<file path="src/rtl/svm_pkg.sv">
package svm_pkg;

  typedef enum logic [1:0] {
    LEG_OFF = 2'd0,
    LEG_UP  = 2'd1,
    LEG_DN  = 2'd2
  } legCmd_t;

  typedef struct packed {
    logic load;
    logic accept;
    logic reject;
  } svmStrobe_t;

  typedef struct packed {
    logic [1:0] hiLeg;
    logic [1:0] loLeg;
    logic [1:0] pwmLeg;
  } legRoles_t;

  // leg index: 0 = A, 1 = B, 2 = C
  function automatic legRoles_t rolesOf(input logic [2:0] sec);
    legRoles_t r;
    case (sec)
      3'd1:    r = {2'd0, 2'd2, 2'd1};
      3'd2:    r = {2'd1, 2'd2, 2'd0};
      3'd3:    r = {2'd1, 2'd0, 2'd2};
      3'd4:    r = {2'd2, 2'd0, 2'd1};
      3'd5:    r = {2'd2, 2'd1, 2'd0};
      default: r = {2'd0, 2'd1, 2'd2};
    endcase
    return r;
  endfunction

endpackage

</file>
<file path="src/rtl/svm_ctrl.sv">
module svm_ctrl
  import svm_pkg::*;
#(
  parameter int CNT_W = 8,
  parameter int T_W   = 8
) (
  input  logic             clk,
  input  logic             rstN,
  input  logic [CNT_W-1:0] periodLen,
  input  logic [2:0]       sectorIn,
  input  logic [T_W-1:0]   dwell1,
  input  logic [T_W-1:0]   dwell2,
  output logic [CNT_W-1:0] cnt,
  output svmStrobe_t       strobe,
  output logic             fault
);
  localparam int SUM_W = T_W + 1;

  logic wrap;
  logic validIn;
  logic [SUM_W-1:0] dwellSum;

  assign wrap     = (cnt >= periodLen - CNT_W'(1));
  assign dwellSum = SUM_W'(dwell1) + SUM_W'(dwell2);
  assign validIn  = (sectorIn != 3'd0) && (sectorIn != 3'd7) && (dwellSum != '0);

  assign strobe.load   = wrap;
  assign strobe.accept = wrap && validIn;
  assign strobe.reject = wrap && !validIn;

  always_ff @(posedge clk) begin
    if (!rstN) begin
      cnt   <= '0;
      fault <= 1'b0;
    end else begin
      cnt <= wrap ? '0 : cnt + CNT_W'(1);
      if (strobe.reject)      fault <= 1'b1;
      else if (strobe.accept) fault <= 1'b0;
    end
  end

endmodule

</file>
<file path="src/rtl/svm_deadband.sv">
module svm_deadband
  import svm_pkg::*;
#(
  parameter int DT_W = 4
) (
  input  logic            clk,
  input  logic            rstN,
  input  legCmd_t         cmd,
  input  logic [DT_W-1:0] deadTime,
  output logic            hiOn,
  output logic            loOn
);
  legCmd_t         applied;
  logic [DT_W-1:0] gapLeft;

  always_ff @(posedge clk) begin
    if (!rstN) begin
      applied <= LEG_OFF;
      gapLeft <= '0;
    end else if (applied != LEG_OFF && cmd != applied) begin
      applied <= LEG_OFF;
      gapLeft <= deadTime;
    end else if (applied == LEG_OFF) begin
      if (gapLeft != '0) gapLeft <= gapLeft - DT_W'(1);
      else               applied <= cmd;
    end
  end

  assign hiOn = (applied == LEG_UP);
  assign loOn = (applied == LEG_DN);

endmodule

</file>
<file path="src/rtl/svm_datapath.sv">
module svm_datapath
  import svm_pkg::*;
#(
  parameter int CNT_W = 8,
  parameter int T_W   = 8,
  parameter int DT_W  = 4
) (
  input  logic             clk,
  input  logic             rstN,
  input  svmStrobe_t       strobe,
  input  logic [CNT_W-1:0] cnt,
  input  logic [CNT_W-1:0] periodLen,
  input  logic [DT_W-1:0]  deadTime,
  input  logic [2:0]       sectorIn,
  input  logic [T_W-1:0]   dwell1,
  input  logic [T_W-1:0]   dwell2,
  output logic [2:0]       gateHi,
  output logic [2:0]       gateLo
);
  localparam int PROD_W = T_W + CNT_W;
  localparam int LEGS   = 3;

  logic [PROD_W-1:0] prod;
  logic [PROD_W-1:0] divisor;
  logic [CNT_W-1:0]  firstShare;
  logic [CNT_W-1:0]  onNext;

  logic              active;
  logic [2:0]        secReg;
  logic [CNT_W-1:0]  onReg;

  legRoles_t roles;
  legCmd_t   pwmCmd;
  legCmd_t   legCmd [LEGS];

  always_comb begin
    prod       = PROD_W'(dwell1) * PROD_W'(periodLen);
    divisor    = PROD_W'(dwell1) + PROD_W'(dwell2);
    if (divisor == '0) divisor = PROD_W'(1);
    firstShare = CNT_W'(prod / divisor);
    onNext     = sectorIn[0] ? periodLen - firstShare : firstShare;
  end

  always_ff @(posedge clk) begin
    if (!rstN) begin
      active <= 1'b0;
      secReg <= 3'd1;
      onReg  <= '0;
    end else if (strobe.accept) begin
      active <= 1'b1;
      secReg <= sectorIn;
      onReg  <= onNext;
    end else if (strobe.reject) begin
      active <= 1'b0;
    end
  end

  assign roles  = rolesOf(secReg);
  assign pwmCmd = (cnt < onReg) ? LEG_UP : LEG_DN;

  for (genvar i = 0; i < LEGS; i++) begin : g_leg
    always_comb begin
      if (!active)                    legCmd[i] = LEG_OFF;
      else if (roles.hiLeg == 2'(i))  legCmd[i] = LEG_UP;
      else if (roles.loLeg == 2'(i))  legCmd[i] = LEG_DN;
      else                            legCmd[i] = pwmCmd;
    end

    svm_deadband #(.DT_W(DT_W)) u_band (
      .clk     (clk),
      .rstN    (rstN),
      .cmd     (legCmd[i]),
      .deadTime(deadTime),
      .hiOn    (gateHi[i]),
      .loOn    (gateLo[i])
    );
  end

endmodule

</file>
<file path="src/rtl/clamped_svm_gen.sv">
module clamped_svm_gen
  import svm_pkg::*;
#(
  parameter int CNT_W = 8,
  parameter int T_W   = 8,
  parameter int DT_W  = 4
) (
  input  logic             clk,
  input  logic             rstN,
  input  logic [CNT_W-1:0] periodLen,
  input  logic [DT_W-1:0]  deadTime,
  input  logic [2:0]       sectorIn,
  input  logic [T_W-1:0]   dwell1,
  input  logic [T_W-1:0]   dwell2,
  output logic [2:0]       gateHi,
  output logic [2:0]       gateLo,
  output logic             fault
);
  svmStrobe_t       strobe;
  logic [CNT_W-1:0] cnt;

  svm_ctrl #(.CNT_W(CNT_W), .T_W(T_W)) u_ctrl (
    .clk      (clk),
    .rstN     (rstN),
    .periodLen(periodLen),
    .sectorIn (sectorIn),
    .dwell1   (dwell1),
    .dwell2   (dwell2),
    .cnt      (cnt),
    .strobe   (strobe),
    .fault    (fault)
  );

  svm_datapath #(.CNT_W(CNT_W), .T_W(T_W), .DT_W(DT_W)) u_dp (
    .clk      (clk),
    .rstN     (rstN),
    .strobe   (strobe),
    .cnt      (cnt),
    .periodLen(periodLen),
    .deadTime (deadTime),
    .sectorIn (sectorIn),
    .dwell1   (dwell1),
    .dwell2   (dwell2),
    .gateHi   (gateHi),
    .gateLo   (gateLo)
  );

endmodule

</file>
<file path="config.mk">
export PLATFORM = sky130hd
export DESIGN_NAME = clamped_svm_gen
export DESIGN_NICKNAME = d
export VERILOG_FILES = /design/src/rtl/svm_pkg.sv /design/src/rtl/svm_ctrl.sv /design/src/rtl/svm_deadband.sv /design/src/rtl/svm_datapath.sv /design/src/rtl/clamped_svm_gen.sv
export SDC_FILE = /design/constraint.sdc
export NUM_CORES = 1
export LEC_CHECK = 0
export BUFFER_PORTS_ARGS = -buffer_cell sky130_fd_sc_hd__buf_2
export CORE_MARGIN = 1.5
export CORE_UTILIZATION = 60
export DETAILED_ROUTE_END_ITERATION = 10
export PLACE_DENSITY = 0.85
export SKIP_CTS_REPAIR_TIMING = 1
export SLEW_MARGIN = 20
export SYNTH_ARGS = -nofsm -noshare
export SYNTH_HDL_FRONTEND = slang
export SYNTH_SLANG_ARGS = --single-unit
</file>
<file path="constraint.sdc">
create_clock -name clk -period 107 [get_ports clk]
set_input_delay 21.4 -clock clk [delete_from_list [all_inputs] [get_ports clk]]
set_output_delay 21.4 -clock clk [all_outputs]
set_load 0.01 [all_outputs]
</file>
==> metrics.md <==
| Metric | Value |
|---|---|
| Status | finished, final reports clean |
| CTS tree | built |
| Rows | 49 |
| #FFs+latches synth | 39 |
| Core area | 17840 sq um |
| Synth top area share | a little over a fifth |
| DIE HEIGHT | approximately 140 um |
| Syn Inst Count | 1413 |
| Wire length per cell | 16.56 um |
| Ratio of cells with drive above 1 in the final layout | under 10% |
| Setup_tns | 0 ns |
| DR vias | 10520 |
| Largest net degree at the start of global routing | 25 |
| Post-Synth XOR/XNOR Area | 6.052% |
| Sequential-to-total area share from yosys stat | 7.193% |
| Detailed placement HPWL | 21860 um |
| Fin crit share | 56.37% |
| Fillers | 1501 |
| Vias/cell | 6.347 |
| Adder-Cell Fraction of Synth Area | 28.10% |
| Worst Tran Pin Value | 1.041 ns |
| DR pass1 iterations | 5 |
| R2R Setup Slk | 103.68 ns |
| Clock latency on the worst-skew pair | 0.28 ns |
| DRT Wirelength | roughly 27000 um |
| Worst Path Class, Setup | input port to register |
| Fin. Hold Viols | 0 |
| Die area | 18910 sq um |
| Largest family of logic cells by synthesized area | adder cells |
| Initial DRC Count | 844 |
| Synthesized area | 10850 sq um |
| Area leader, netlist | ha_1 |
| Clock root cell | clkbuf_16 |
| Synth async-reset ratio | 0% |
| FMAX | 0.01658 GHz |
| Max-slew violation total from the final report | 0 |
| Number of synthesized flops with an enable pin | 0 |
| Die extent in x | 137.5 um |
| CTS HTree Levels | 2 |
| Setup violators final | 0 |
| Layout area overhead | 4.727% |
| Syn_nets | 1667 |
| Setup crit start kind | input port |
| Slowest cell on crit path | o211ai_1 |
| Final Wtd Congestion | 0.9769 |
| First-pass GRT wire length | 45980 um |
| Final ANT Viol Nets | 0 |
| Final Critical Period | 60.31 ns |
| Top cell by count, worst path | o21a_1 |
| Clk sinks | 39 |
| Worst relative slew slack | 30.50% |
| GRT Total Usage | 29.48% |
| Distinct cell type count after synthesis | 94 |
| # IOs | 40 |
| Critical path peak fanout | 17 |
| # Max-Cap Violations | 0 |
| Longest Clk Path Bufs | 2 |
| Hold path cells | 2 |
| Cts bufs inserted | 5 |
| Top-count cell post-synth | ha_1 |
| # diodes | 0 |
| Crit path largest cell delay | between 0.6 and 0.7 ns |
| Complex-gate fraction of the synthesized area | 24.97% |
| DRC viols | 0 |
| Worst Skew | 0.005749 ns |
| Final net count | 1681 |
| CTS clk-pin slew, worst paths | about 0.060 ns |
| Antenna violations before repair | 0 |
| Commonest cells post-synth | 183 x ha_1, 121 x nor2_1, 102 x nand2_1, 100 x inv_1, 77 x a21oi_1 |
| Avg Cell Area, Syn | 7.682 sq um |
| WP data required | roughly 110 ns |
| Post-synthesis mux area share | 3.896% |
| Vias in the first global route | approximately 10000 |
| Ranking of synthesized cells by area | ha_1 21%, dfxtp_1 7.2%, fa_1 7.0% |
| Synth warnings | 0 |
| Starting Density | 60.84% |
| Crit end category | register |
| R2R depth | 16 |
| Port bufs | 39 |
| Main synth FF type | dfxtp_1 |
| CP arrival | just over 60 ns |
| Post-synthesis simple-gate area fraction | 24.08% |
| Min-Delay Path Class | register to register |
| RSZ-0062 raised after global routing | false |
| Total gr overflow | 0 |
[final cells by class]
class / instances / area (sq um) / share of cell area (%)
tap: 229 / 286.5 / 2.521
clock inverter: 3 / 43.79 / 0.3852
inverter: 103 / 389.1 / 3.423
multi-input combinational: 1230 / 9479 / 83.39
timing repair buffer: 48 / 262.8 / 2.311
clock buffer: 5 / 125.1 / 1.101
sequential: 39 / 780.7 / 6.868
[cell usage in the layout (no fill, tap or decap), types with 9 or more instances in the layout]
master,instances
mux2i_1,9
nand3_1,19
nand2b_1,25
a21oi_1,77
buf_4,9
mux2_2,19
inv_1,100
nand2_1,102
or3_1,19
o31ai_1,26
a21o_1,36
a31oi_1,17
o211ai_1,19
buf_2,39
nor2_1,121
nor2b_1,25
ha_1,183
nor3_1,66
and2_1,56
o21a_1,54
xnor2_1,37
a211oi_1,10
o21ai_0,70
dfxtp_1,39
xor2_1,37
and3_1,11
nor4_1,11
fa_1,38
[cells by family (layout without fill, tap and decap cells)]
logic type | Yosys count | count (layout)
fa+ha+maj | 221 | 221
mux | 37 | 37
flops | 39 | 39
compound gates | 390 | 390
simple gates | 507 | 507
xor+xnor | 75 | 75
buf+inv | 144 | 159
[sequential cells by signal, indices dropped and copies added, names as in the netlist]
name	cells
u_ctrl.cnt	8
u_dp.active	1
u_dp.onReg	8
u_ctrl.fault	1
u_dp.secReg	3
u_dp.g_leg.u_band.applied	6
u_dp.g_leg.u_band.gapLeft	12
[metal layers]
layer	GRT usage [%]	share of wire, %	vias to the layer above
li1	-	-	5165
met1	39.06	45	4921
met2	50.36	46	365
met3	2.759	6.2	66
met4	9.240	2.5	0
met5	0	0	-
[final timing paths]
| kind | from | end |
|---|---|---|
| setup / recovery | periodLen[4] | u_dp.onReg[6] |
| hold / removal | u_dp.g_leg[2].u_band.gapLeft[1] | u_dp.g_leg[2].u_band.gapLeft[1] |
| setup reg to reg | u_ctrl.cnt[1] | u_dp.g_leg[2].u_band.gapLeft[3] |
| hold reg to reg | u_dp.g_leg[2].u_band.gapLeft[1] | u_dp.g_leg[2].u_band.gapLeft[1] |
[critical path: cells and delay by family]
kind	cells	cell delay, ns
AOI/OAI and AO/OA	94	19.89
xor gates and xnor gates	2	0.37
adders and majority gates	23	8.16
buffers and inverters	5	0.96
muxes	6	1.53
and+or+nand+nor	41	8.14
[through the flow]
| stage | setup slack [ns] | area (sq um) | hold WS, ns | utilization (%) | instances |
|---|---|---|---|---|---|
| final | 46.69 | 11370 | 0.4821 | 63.71 | 1657 |
| after global routing | 43.52 | 11370 | 0.5306 | 63.71 | 1657 |
| after CTS | 47.33 | 11370 | 0.4863 | 63.71 | 1657 |
| after detailed placement | 47.18 | 11200 | 0.4779 | 62.77 | 1649 |
| after global placement | 48.20 | 11200 | 0.4724 | 62.77 | 1649 |
| after floorplan | 51.17 | 10850 | 0.4439 | - | 1413 |
Power is not shown: default switching activity piles up to over one toggle a cycle in this logic, so the estimate is an artifact.
